**src/rtl/dmae_pkg.sv**
```systemverilog
// Shared constants and types for the descriptor-chained DMA engine.
// Assumes 32-bit addresses and data and a fixed four-word descriptor.
package dmae_pkg;
    localparam int WORD_W     = 32;
    localparam int CNT_W      = 16;
    localparam int DESC_WORDS = 4;
    localparam int IDX_W      = $clog2(DESC_WORDS);
    localparam int ALIGN_W    = IDX_W + 2;

    localparam logic [1:0] SZ_BYTE = 2'd0;
    localparam logic [1:0] SZ_HALF = 2'd1;
    localparam logic [1:0] SZ_WORD = 2'd2;

    localparam logic [1:0] TA_BEAT  = 2'd0;
    localparam logic [1:0] TA_BLOCK = 2'd1;
    localparam logic [1:0] TA_CHAIN = 2'd2;

    typedef enum logic [2:0] {S_IDLE, S_FETCH, S_WAIT, S_RD, S_WR} st_e;

    typedef struct packed {
        logic [CNT_W-1:0] cnt;
        logic [10:0]      rsvd;
        logic             dst_inc;
        logic             src_inc;
        logic [1:0]       size;
        logic             valid;
    } ctl_word_t;

    typedef struct packed {
        ctl_word_t         w0;
        logic [WORD_W-1:0] src;
        logic [WORD_W-1:0] dst;
        logic [WORD_W-1:0] nxt;
    } desc_t;

    // Lane mask for a right-justified beat of the given size code.
    function automatic logic [WORD_W-1:0] lane_mask(input logic [1:0] s);
        case (s)
            SZ_BYTE: lane_mask = 32'h0000_00FF;
            SZ_HALF: lane_mask = 32'h0000_FFFF;
            default: lane_mask = 32'hFFFF_FFFF;
        endcase
    endfunction
endpackage

```
**src/rtl/dmae_desc_fetch.sv**
```systemverilog
// Reads one descriptor as DESC_WORDS consecutive word reads.
// Assumes the memory keeps dr_ack low until it answers the current request.
module dmae_desc_fetch
    import dmae_pkg::*;
(
    input  logic              clk,
    input  logic              rst_n,
    input  logic              go,
    input  logic [WORD_W-1:0] base,
    output logic              dr_req,
    output logic [WORD_W-1:0] dr_addr,
    input  logic              dr_ack,
    input  logic [WORD_W-1:0] dr_rdata,
    output logic              done,
    output desc_t             desc
);
    logic                      active;
    logic [IDX_W-1:0]          idx;
    logic [WORD_W-ALIGN_W-1:0] base_q;

    // Sequence the word reads and shift each answer into the descriptor.
    always_ff @(posedge clk) begin
        if (!rst_n) begin
            active <= 1'b0;
            idx    <= '0;
            base_q <= '0;
            done   <= 1'b0;
            desc   <= '0;
        end else begin
            done <= 1'b0;
            if (go) begin
                active <= 1'b1;
                idx    <= '0;
                base_q <= base[WORD_W-1:ALIGN_W];
            end else if (active && dr_ack) begin
                desc <= {desc[DESC_WORDS*WORD_W-WORD_W-1:0], dr_rdata};
                idx  <= idx + 1'b1;
                if (idx == IDX_W'(DESC_WORDS-1)) begin
                    active <= 1'b0;
                    done   <= 1'b1;
                end
            end
        end
    end

    assign dr_req  = active;
    assign dr_addr = {base_q, idx, 2'b00};
endmodule

```
**src/rtl/dmae_addr_base.sv**
```systemverilog
// Turns a stored end address into the first beat address for an incrementing side.
// Purely combinational; a non-incrementing side passes its address through.
module dmae_addr_base
    import dmae_pkg::*;
(
    input  logic [WORD_W-1:0] end_addr,
    input  logic [CNT_W-1:0]  cnt,
    input  logic [1:0]        sz,
    input  logic              inc,
    output logic [WORD_W-1:0] start_addr
);
    logic [WORD_W-1:0] span;

    // Block size in bytes is count shifted by the size code.
    always_comb begin
        span       = {{(WORD_W-CNT_W){1'b0}}, cnt} << sz;
        start_addr = inc ? (end_addr - span) : end_addr;
    end
endmodule

```
**src/rtl/dmae_trig.sv**
```systemverilog
// Holds one pending trigger per channel and flags a dropped one.
// Assumes take is only raised while pend is high.
module dmae_trig (
    input  logic clk,
    input  logic rst_n,
    input  logic armed,
    input  logic trig,
    input  logic take,
    output logic pend,
    output logic overrun
);
    // Track the pending trigger; discard everything while disarmed.
    always_ff @(posedge clk) begin
        if (!rst_n) begin
            pend    <= 1'b0;
            overrun <= 1'b0;
        end else begin
            overrun <= 1'b0;
            if (!armed) begin
                pend <= 1'b0;
            end else if (trig) begin
                if (pend && !take) overrun <= 1'b1;
                pend <= 1'b1;
            end else if (take) begin
                pend <= 1'b0;
            end
        end
    end
endmodule

```
**src/rtl/dma_chain_engine.sv**
```systemverilog
// Single DMA channel: fetches chained descriptors and moves paced beats.
// Assumes both memory ports hold their ack low until each request is served.
module dma_chain_engine
    import dmae_pkg::*;
(
    input  logic              clk,
    input  logic              rst_n,
    input  logic              start,
    input  logic [WORD_W-1:0] first_desc,
    input  logic [1:0]        trig_mode,
    input  logic              trig,
    output logic              dr_req,
    output logic [WORD_W-1:0] dr_addr,
    input  logic              dr_ack,
    input  logic [WORD_W-1:0] dr_rdata,
    output logic              bus_req,
    output logic              bus_we,
    output logic [1:0]        bus_size,
    output logic [WORD_W-1:0] bus_addr,
    output logic [WORD_W-1:0] bus_wdata,
    input  logic              bus_ack,
    input  logic [WORD_W-1:0] bus_rdata,
    output logic              busy,
    output logic              err,
    output logic              blk_done,
    output logic              xfer_done,
    output logic              overrun
);
    st_e               st;
    logic              fetch_go, f_done, pend, take, run_q;
    logic              s_inc, d_inc;
    logic [1:0]        sz, f_sz;
    logic [CNT_W-1:0]  remain;
    logic [WORD_W-1:0] fetch_addr, src_a, dst_a, nxt_a, data_q;
    logic [WORD_W-1:0] src_first, dst_first, step;
    desc_t             f_desc;

    dmae_desc_fetch u_fetch (
        .clk(clk), .rst_n(rst_n), .go(fetch_go), .base(fetch_addr),
        .dr_req(dr_req), .dr_addr(dr_addr), .dr_ack(dr_ack),
        .dr_rdata(dr_rdata), .done(f_done), .desc(f_desc)
    );

    dmae_addr_base u_src (
        .end_addr(f_desc.src), .cnt(f_desc.w0.cnt), .sz(f_sz),
        .inc(f_desc.w0.src_inc), .start_addr(src_first)
    );

    dmae_addr_base u_dst (
        .end_addr(f_desc.dst), .cnt(f_desc.w0.cnt), .sz(f_sz),
        .inc(f_desc.w0.dst_inc), .start_addr(dst_first)
    );

    dmae_trig u_trig (
        .clk(clk), .rst_n(rst_n), .armed(busy), .trig(trig),
        .take(take), .pend(pend), .overrun(overrun)
    );

    // Decode size code 3 as word and derive per-beat stride and trigger use.
    always_comb begin
        f_sz = (f_desc.w0.size == 2'b11) ? SZ_WORD : f_desc.w0.size;
        step = WORD_W'(1) << sz;
        take = (st == S_WAIT) && pend;
        busy = (st != S_IDLE);
    end

    // Drive the data bus from the beat phase.
    always_comb begin
        bus_req   = (st == S_RD) || (st == S_WR);
        bus_we    = (st == S_WR);
        bus_size  = sz;
        bus_addr  = (st == S_WR) ? dst_a : src_a;
        bus_wdata = data_q;
    end

    // Channel sequencer: fetch, wait for trigger, read, write, chain.
    always_ff @(posedge clk) begin
        if (!rst_n) begin
            st <= S_IDLE; fetch_go <= 1'b0; fetch_addr <= '0;
            src_a <= '0; dst_a <= '0; nxt_a <= '0; data_q <= '0;
            remain <= '0; sz <= SZ_BYTE; s_inc <= 1'b0; d_inc <= 1'b0;
            run_q <= 1'b0; err <= 1'b0; blk_done <= 1'b0; xfer_done <= 1'b0;
        end else begin
            fetch_go  <= 1'b0;
            blk_done  <= 1'b0;
            xfer_done <= 1'b0;
            case (st)
                S_IDLE: if (start) begin
                    st <= S_FETCH; fetch_go <= 1'b1; fetch_addr <= first_desc;
                    err <= 1'b0; run_q <= 1'b0;
                end
                S_FETCH: if (f_done) begin
                    if (!f_desc.w0.valid) begin
                        err <= 1'b1; st <= S_IDLE;
                    end else begin
                        src_a <= src_first; dst_a <= dst_first;
                        nxt_a <= f_desc.nxt; remain <= f_desc.w0.cnt;
                        sz <= f_sz; s_inc <= f_desc.w0.src_inc;
                        d_inc <= f_desc.w0.dst_inc;
                        st <= (trig_mode == TA_CHAIN && run_q) ? S_RD : S_WAIT;
                    end
                end
                S_WAIT: if (pend) begin
                    run_q <= 1'b1; st <= S_RD;
                end
                S_RD: if (bus_ack) begin
                    data_q <= bus_rdata & lane_mask(sz); st <= S_WR;
                end
                S_WR: if (bus_ack) begin
                    if (s_inc) src_a <= src_a + step;
                    if (d_inc) dst_a <= dst_a + step;
                    remain <= remain - 1'b1;
                    if (remain == CNT_W'(1)) begin
                        blk_done <= 1'b1;
                        if (nxt_a == '0) begin
                            xfer_done <= 1'b1; st <= S_IDLE;
                        end else begin
                            fetch_go <= 1'b1; fetch_addr <= nxt_a; st <= S_FETCH;
                        end
                    end else begin
                        st <= (trig_mode == TA_BEAT) ? S_WAIT : S_RD;
                    end
                end
                default: st <= S_IDLE;
            endcase
        end
    end
endmodule

```
**config.mk**
```make
export PLATFORM = sky130hd
export DESIGN_NAME = dma_chain_engine
export DESIGN_NICKNAME = d
export VERILOG_FILES = /design/src/rtl/dmae_pkg.sv /design/src/rtl/dmae_desc_fetch.sv /design/src/rtl/dmae_addr_base.sv /design/src/rtl/dmae_trig.sv /design/src/rtl/dma_chain_engine.sv
export SDC_FILE = /design/constraint.sdc
export NUM_CORES = 1
export LEC_CHECK = 0
export ABC_AREA = 1
export BUFFER_PORTS_ARGS = -buffer_cell sky130_fd_sc_hd__buf_2
export CORE_MARGIN = 1
export CORE_UTILIZATION = 35
export DETAILED_ROUTE_END_ITERATION = 7
export PLACE_DENSITY = 0.63
export SLEW_MARGIN = 30
export SYNTH_ARGS = -nofsm -noshare
export SYNTH_HDL_FRONTEND = slang
export SYNTH_SLANG_ARGS = --single-unit
export TNS_END_PERCENT = 30
```
**constraint.sdc**
```tcl
create_clock -name clk -period 3 [get_ports clk]
set_clock_uncertainty 0.1 [all_clocks]
set_input_delay 0.3 -clock clk [delete_from_list [all_inputs] [get_ports clk]]
set_output_delay 0.3 -clock clk [all_outputs]
set_load 0.02 [all_outputs]
```
# --- After elaboration in Yosys (flattened, before gate mapping) ---
# Index checks and enable logic that the tools add are counted.
op_classes:
  addsub: 6
  n_eq_ne: 20
  shifts: 2
  mux: 58
  n_bitwise: 4
  reduce_logical: 35
op_table:
  columns: ["cell", "count"]
  rows:
  - ["2-to-1 mux 32 bit", 18]
  - ["one-hot mux 32 bit (2 select lines)", 4]
  - ["adder 32 bit", 2]
  - ["subtractor 32 bit", 2]
  - ["2-to-1 mux 16 bit", 3]
  - ["bitwise AND 32 bit", 1]
  - ["zero test 32 bit", 1]
  - ["one-hot mux 16 bit (2 select lines)", 1]
  - ["left shift 1 x 2 -> 32 bit (first input constant)", 1]
  - ["left shift 16 x 2 -> 32 bit", 1]
  - ["2-to-1 mux 1 bit", 20]
  - ["AND reduction 5 bit", 4]
  - ["2-to-1 mux 3 bit", 6]
  - ["equality test 16 x 1 -> 1 bit (second input constant)", 1]
  - ["subtractor 16 x 1 -> 16 bit (second input constant)", 1]
  - ["one-hot mux 3 bit (5 select lines)", 1]
  - ["inequality test 2 x 1 -> 1 bit (second input constant)", 7]
  - ["nonzero test 2 bit", 7]
  - ["AND reduction 3 bit", 4]
  - ["AND reduction 4 bit", 3]
  - ["inequality test 2 bit (second input constant)", 4]
  - ["AND reduction 2 bit", 4]
  - ["equality test 2 bit (second input constant)", 3]
  - ["equality test 3 x 2 -> 1 bit (second input constant)", 2]
  - ["15 further kinds", 24]
word_totals:
  reg_bits: 339
  in_bits: 104
  output_inout_bits: 106
  word_cells: 154

# --- Logic depth before layout (Yosys ltp) ---
# Gate-level depths: netlist (run 1).
depth:
  word_depth: 8
  mapped_depth: 22
  ltp_nobuf: 21

# --- Cells and area by module ---
# A second synthesis (run 1) with hierarchy kept.
unflattened:
  hier_cells: 3605
  hier_area_um2: 21837.2
modules_own_cells:
  columns: ["mod", "instances", "cells_per_inst", "area_each_um2", "seq_area_each_um2"]
  rows:
  - ["dma_chain_engine", 1, 1673, 10802.9, 3763.6]
  - ["dmae_desc_fetch", 1, 956, 6416.2, 3203.1]
  - ["dmae_addr_base at u_dst", 1, 483, 2284.7, 0.0]
  - ["dmae_addr_base at u_src", 1, 481, 2252.2, 0.0]
  - ["dmae_trig", 1, 12, 81.3, 40.0]

# --- Least setup slack after synthesis (run 1) ---
# No wires, ideal clock.
synth_path:
  path_type: "register -> register"
  from: "reg sz[1] (netlist: bus_size[1])"
  to: "reg dst_a[18]"
  setup_ns: 0.119
  arrival_time_ns: 2.678
  required_time_ns: 2.781
  setup_slack_ns: 0.103
  path_stages_with_launch: 17
  path_buffers: 1
  synth_period_minus_slack_ns: 2.897
  cell_sequence: "dfxtp_1 > clkbuf_1 > nor2_1 > inv_1 > fa_1 > or2_1 > nor2_1 > nor2_1 > nor2_2 > nand3_2 > nor2_4 > nand2_2 > nor2_4 > a21oi_1 > or2_2 > inv_1 > a21oi_1"
synth_via:
  elab_chain_cells: 5
synth_lines:
  columns: ["item", "line_no", "source"]
  rows:
  - ["from (decl)", "dma_chain_engine.sv:32", "logic [1:0] sz, f_sz;"]
  - ["from (signal assigned)", "dma_chain_engine.sv:98", "sz <= f_sz; s_inc <= f_desc.w0.src_inc;"]
  - ["left shift 1 x 2 -> 32 bit", "dma_chain_engine.sv:62", "step = WORD_W'(1) << sz;"]
  - ["adder 32 bit", "dma_chain_engine.sv:111", "if (d_inc) dst_a <= dst_a + step;"]
  - ["2-to-1 mux 32 bit", "dma_chain_engine.sv:111", null]
  - ["2-to-1 mux 32 bit", "dma_chain_engine.sv:109", "S_WR: if (bus_ack) begin"]
  - ["one-hot mux 32 bit (2 select lines)", "dma_chain_engine.sv:87", "case (st)"]
  - ["to (signal assigned)", "dma_chain_engine.sv:96", "src_a <= src_first; dst_a <= dst_first;"]
  - ["to (signal assigned)", "dma_chain_engine.sv:111", null]
  - ["to (decl)", "dma_chain_engine.sv:34", "logic [WORD_W-1:0] fetch_addr, src_a, dst_a, nxt_a, data_q;"]
# No other way between the ends. The select of a mux whose other input is x is not followed.
# A chain may end at the register's enable or synchronous reset.

# --- Final worst setup path (run 1) ---
layout_path:
  from: "reg sz[0] (netlist: bus_size[0])"
  to: "reg dst_a[30]"
# The elaborated chain is that of the path after synthesis.

==> key figures, run 1 <==
Cells and area
  • Most common cell after layout, fill and taps aside: nand2_1
  • Most frequent cells in the layout: 584 x nand2_1, 382 x o21ai_0, 373 x nor2_1, 332 x dfxtp_1, 302 x a21oi_1
  • # fillers: 5681
  • Final instance area: 23490 µm²
  • Layout Area Growth over Synthesis: 22.71%
  • Register Area: 6713 µm²
  • Final Net Count: 3365
  • Antenna diodes: 0
  • Share of cells above drive strength 1: 15.52%
  • Multi-input logic area: 10830 µm²

STA
  • RSZ-0062 raised after global routing: true
  • Setup TNS: 0 ps
  • Slew @ Worst Pin: 836.9 ps
  • Slew margin rel.: 44.21%
  • Max-slew violation count: 0
  • Final Hold Fails: 0
  • Final setup fails: 0
  • Period utilization: 98.14%
  • Final WS setup: 55.89 ps
  • Fmax: 339.7 MHz
  • Final min period: 2944 ps

Power
  • VDD IR max: 0.4212 mV
  • Comb power frac: 21.3%
  • Pwr per Cell Area: 523.1 nW/µm²
  • Sequential Power Share: 38.9%
  • Sw power: 0.003901 W
  • Clock Power Share: 39.9%
  • Design internal power: 0.008384 W
  • Leakage: 10.46 nW
  • Sw frac: 31.76%

Logic synthesis
  • YS warnings: 0
  • Mux share of post-synthesis cell area: 0%
  • Synth Cell Area: 19140 µm²
  • Compound-gate portion of the synthesized area: 21.29%
  • Largest family of logic cells by synthesized area: simple AND/OR/NAND/NOR gates
  • Adder-cell area share of the yosys netlist: 1.791%
  • Post-synthesis sequential area ratio: 35.04%
  • Post-synth top flop: dfxtp_1
  • Synthesis-stage register bit count: 335
  • Post-synth EDFFs: 0
  • Yosys cell types: 53
  • Syn Area/Cell: 6.458 µm²
  • Post-Syn Instances: 2964
  • Xor and xnor area share after synthesis: 1.968%
  • Synth async-reset ratio: 0%
  • Synth Area in Simple Gates: 30.94%

Global routing
  • Pin count of the biggest net entering global routing: 183
  • First-pass GRT wire length: 106400 µm
  • Initial antenna violation count: 2
  • Remaining global-route overflow: 0
  • Vias in the first global route: 19.03k
  • Total GRT Usage: 24.17%

CTS
  • Clk pin slew, worst setup/hold paths: 60 ps
  • H-tree depth: 2
  • CTS Buffer Depth: 3
  • CTS Root Cell: clkbuf_16
  • TritonCTS Buffers: 40
  • CTS tree: done
  • Sink Count: 335
  • Clock latency on the worst-skew pair: 580 ps

Setup path
  • Startpoint types: register
  • CP endpoint kind: register
  • Crit Path Max Fanout: 5
  • Worst Path Arrival: 3340 ps
  • Critical path required time: 3390 ps
  • Setup CP Type: register to register

Place
  • Post-DP HPWL: 51130 µm
  • # port buffers: 203
  • Placed Instance Area: 21080 µm²
  • Pre-CTS WS: 34.74 ps
  • Gp weighted congestion: 0.9817

Routing
  • WL final: 69330 µm
  • Detailed Routing Iterations Pass 1: 5
  • Wire length per cell: 17.50 µm
  • Initial DRC count: 1809
  • Via count: 20.76k
  • Post-route ant nets: 0
  • DR vias/cell: 5.240
  • DRC: 0

Die
  • Full die area: 55630 µm²
  • Row count: 85
  • Die Ht: 235.9 µm
  • Core area: 53920 µm²
  • Die width: 235.9 µm
  • IO Pins: 210
  • Initial Util: 35.50%

Status
  • Outcome: complete, no violations

Run
  • # Max-Cap Violations: 0

Min path
  • HP Class: primary input to register
## final timing paths
check / slack, ps / depth (start not counted) / startpoint / endpoint
setup / recovery: 60 / 18 / bus_size[0] / dst_a[30]
hold / removal: 60 / 3 / rst_n / u_fetch.base_q[21]
setup reg to reg: 60 / 18 / bus_size[0] / dst_a[30]
hold reg to reg: 360 / 2 / bus_wdata[26] / bus_wdata[26]
## power groups by stage
stage / sequential [W] / clock [W] / combinational, W
after floorplan: 0.00487 / 0 / 0.00170
after global placement: 0.00486 / 0 / 0.00245
after detailed placement: 0.00487 / 0 / 0.00246
after CTS: 0.00477 / 0.00500 / 0.00257
after global routing: 0.00479 / 0.00519 / 0.00287
final: 0.00477 / 0.00490 / 0.00261
## cell type report
| cell class | count | share of cell area (%) |
|---|---|---|
| multi-input combinational | 2194 | 46.11 |
| timing repair buffer | 382 | 11.41 |
| tap | 696 | 3.708 |
| clock inverter | 11 | 0.6659 |
| clock buffer | 61 | 4.981 |
| inverter | 283 | 4.549 |
| sequential | 335 | 28.58 |
## metal layers
metal	global-route usage (%)	vias up	share of wire [%]
met1	32.93	9590	45
met4	8.318	4	3.2
met2	39.31	680	45
li1	-	10370	-
met3	2.937	120	6.1
met5	0	-	0.049
## logic make-up after synthesis
group | Yosys count
xor+xnor | 43
compound gates | 781
fa+ha+maj | 25
flops | 335
buf+inv | 437
other cells | 2
simple gates | 1341
## registers in the layout, summed over array words and instances, names as in the netlist, 2 cells and up
signal          flops
bus_size            2
bus_wdata          32
dst_a              32
fetch_addr         28
nxt_a              32
remain             16
src_a              32
st                  3
u_fetch.base_q     28
u_fetch.desc      117
u_fetch.idx         2
## synth_stat cells (4+ instances only)
library cell,count,area share (%)
buf_4,5,0.20
buf_6,4,0.24
buf_1,6,0.12
o21ai_2,4,0.18
clkbuf_1,126,2.5
nor2_2,16,0.52
nand3_1,142,3.7
nand3b_1,5,0.20
nand2_1,585,11
o21ai_1,16,0.42
buf_2,13,0.34
inv_2,16,0.31
clkinv_1,5,0.098
nor4_1,20,0.65
a211oi_1,6,0.24
dfxtp_1,335,35
a21oi_1,303,7.9
nor2_4,5,0.29
nor2_1,381,7.5
a31oi_1,48,1.6
nand3_2,24,1.3
nor3_1,43,1.1
ha_1,21,1.4
a221oi_1,4,0.18
o21ai_0,383,10
fa_1,4,0.42
nand4_1,48,1.6
xnor2_1,15,0.69
xor2_1,28,1.3
nand2_2,53,1.7
inv_1,260,5.1
o211ai_1,4,0.16
## through the flow
stage / instances / hold slack, ps / power [W] / util, %
4_1_cts: 3956 / 40.28 / 0.01234 / 43.32
5_1_grt: 3962 / 78.13 / 0.01285 / 43.56
6_report: 3962 / 58.27 / 0.01229 / 43.56
2_1_floorplan: 2966 / 334.9 / 0.006560 / -
3_3_place_gp: 3789 / 348.9 / 0.007316 / 39.10
3_5_place_dp: 3789 / 353.4 / 0.007330 / 39.10
## worst max-delay path: stages, from the launching register on
cell	delay (ps)
dfxtp_4	370
nor2_4	150
ha_4	150
inv_2	30
fa_2	330
or2_1	240
nor2_2	130
nor2_2	60
nor2_2	130
nand3_2	140
nor2_4	180
nand2_2	100
nor2_4	190
nand2_2	80
nor2_2	130
nor2_1	50
nor2_1	80
a21oi_1	70
a21oi_1	150
## timing repair
item                                   CTS  global route
endpoints found under the hold margin   97             0
setup endpoints to repair                0            32
hold buffers                            95             0
gates resized for setup                  0            27
buffers inserted                         0             6
(Power assumes the default switching activity.)
==> run 2, diff against run 1 <==
--- a/config.mk
+++ b/config.mk
@@ -11,7 +11,8 @@
 export CORE_UTILIZATION = 35
 export DETAILED_ROUTE_END_ITERATION = 7
 export PLACE_DENSITY = 0.63
-export SLEW_MARGIN = 30
+export RECOVER_POWER = 50
+export SLEW_MARGIN = 20
 export SYNTH_ARGS = -nofsm -noshare
 export SYNTH_HDL_FRONTEND = slang
 export SYNTH_SLANG_ARGS = --single-unit
==> run 2 against run 1 <==
Combinational power hardly changed. Global-route usage stayed put. Total power is 0.17% lower. Non-clock buffer count stayed put. Clock power hardly changed. Core utilization is 0.23 points lower. Die area stayed put. Final cell count hardly changed. Worst setup slack worse by 11 ps. Highest routed layer unchanged. Count of clock-buffer cells in the layout stayed put. Sequential share of layout area is 0.15 points higher.
==> key figures, run 2 (same netlist as run 1, synthesis figures left out) <==
Setup path
  • Worst R2R Setup Slack: 40 ps
  • Reg2Reg Depth: 18
  • Startpoint types: register
  • Crit Path Max Fanout: 5
  • CP endpoint kind: register
  • Worst Path Arrival: 3350 ps
  • Critical path required time: 3390 ps
  • FF-to-FF End: dst_a[30]
  • Setup CP Type: register to register
  • R2r startpoint: bus_size[0]

CTS
  • TritonCTS Buffers: 40
  • Clock latency on the worst-skew pair: 580 ps
  • CTS Root Cell: clkbuf_16
  • CTS tree: done
  • Clk pin slew, worst setup/hold paths: 60 ps
  • CTS Buffer Depth: 3
  • H-tree depth: 2
  • Sink Count: 335

Min path
  • HP Class: primary input to register
  • Hold EP: u_fetch.base_q[21]
  • Worst Hold Path Cells: 3
  • Worst Hold Launch: rst_n

Cells and area
  • Final Net Count: 3365
  • Final instance area: 23370 µm²
  • Largest register FFs: 117
  • Most common cell after layout, fill and taps aside: nand2_1
  • Layout Area Growth over Synthesis: 22.07%
  • Most frequent cells in the layout: 584 x nand2_1, 382 x o21ai_0, 374 x nor2_1, 332 x dfxtp_1, 302 x a21oi_1
  • Largest register by flop count: u_fetch.desc
  • Fin cells: 3963
  • Share of cells above drive strength 1: 13.26%
  • # fillers: 5723

Power
  • Pwr per Cell Area: 524.9 nW/µm²
  • VDD IR max: 0.4181 mV
  • Leakage: 10.16 nW

Routing
  • DR vias/cell: 5.266
  • WL final: 69480 µm
  • Post-route ant nets: 0
  • Initial DRC count: 1817
  • Via count: 20.87k
  • DRC: 0
  • Detailed Routing Iterations Pass 1: 5
  • Wire length per cell: 17.53 µm

STA
  • Final Hold Fails: 0
  • Fmax: 338.4 MHz
  • RSZ-0062 raised after global routing: true
  • Final setup fails: 0
  • Slew @ Worst Pin: 1364 ps
  • Max-slew violation count: 0
  • Slew margin rel.: 8.966%
  • Final WS setup: 44.92 ps
  • Period utilization: 98.50%
  • Final min period: 2955 ps

Place
  • Gp weighted congestion: 0.9817
  • Placed Instance Area: 21080 µm²
  • Pre-CTS WS: 34.74 ps
  • # port buffers: 203
  • Post-DP HPWL: 51130 µm
  • Placed insts: 3789

Global routing
  • Vias in the first global route: 19.03k
  • Pin count of the biggest net entering global routing: 183
  • Total GRT Usage: 24.17%
  • Remaining global-route overflow: 0
  • First-pass GRT wire length: 106400 µm
  • Initial antenna violation count: 2

Die
  • Initial Util: 35.50%
  • Die width: 235.9 µm
  • Full die area: 55630 µm²
  • IO Pins: 210
  • Die Ht: 235.9 µm
  • Row count: 85
  • Core area: 53920 µm²

Status
  • Outcome: complete, no violations

Run
  • # Max-Cap Violations: 0
run 2: changes by cell type in the layout (fill, tap and decap cells not counted), sizes merged:
cell | before | now
diode | 0 | 1
clkbuf | 61 | 135
buf | 287 | 213
run 2: layout make-up:
type                    count  area, µm²  share of cell area [%]
multi-input cells        2194      10820                   46.30
flip-flops and latches    335       6713                   28.73
repair buffers            382       2567                   10.99
clock buffers              61       1170                   5.007
inverters                 283       1069                   4.573
well taps                 696      870.8                   3.727
clock inverters            11      156.4                  0.6693
diodes                      1      2.502                 0.01071
run 2: report_power, final:
part | internal [W] | switching (W) | total, W
Sequential | 0.00463 | 0.000143 | 0.00477
Clock | 0.00289 | 0.00201 | 0.00489
Combinational | 0.000852 | 0.00174 | 0.00260
Total | 0.00837 | 0.00390 | 0.0123
run 2: worst max path at each step:
stage                     depth (start not counted)        start        end  slack [ps]
after detailed placement                         18  bus_size[0]  dst_a[30]          30
after CTS                                        16  bus_size[0]  dst_a[18]           6
after global routing                             18  bus_size[0]  dst_a[30]         -70
final                                            18  bus_size[0]  dst_a[30]          40
after global placement                           18  bus_size[0]  dst_a[30]          20
after floorplan                                  16  bus_size[1]  dst_a[18]         100
run 2: critical path, cell delays in order, from the launching register on:
cell and delay [ps]:
dfxtp_4 370, nor2_4 150, ha_4 150, inv_2 30, fa_2 330, or2_1 250
nor2_2 130, nor2_2 60, nor2_2 130, nand3_2 130, nor2_4 190, nand2_2 100
nor2_4 190, nand2_2 90, nor2_2 130, nor2_1 50, nor2_1 80, a21oi_1 70
a21oi_1 150
run 2: per-stage QoR:
stage                     utilization [%]  power (W)  setup TNS (ps)  hold WS, ps
after floorplan                         -   0.006560               0        334.9
after CTS                           43.32    0.01234               0        40.28
after global routing                43.33    0.01283          -251.3        78.13
after global placement              39.10   0.007316               0        348.9
final                               43.33    0.01226               0        56.87
after detailed placement            39.10   0.007330               0        353.4
run 2: routing by layer:
| layer | track usage (%) | part of all wire [%] | vias to the layer above |
|---|---|---|---|
| met2 | 39.31 | 45 | 691 |
| met1 | 32.93 | 45 | 9673 |
| met5 | 0 | 0.049 | - |
| li1 | - | - | 10370 |
| met4 | 8.318 | 3.3 | 4 |
| met3 | 2.937 | 5.7 | 133 |
run 2: what timing repair did:
action / CTS / global route
buffers inserted: 0 / 6
endpoints found under the setup margin: 0 / 32
hold endpoints to repair: 97 / 0
gates resized for setup: 0 / 27
hold buffers: 95 / 0
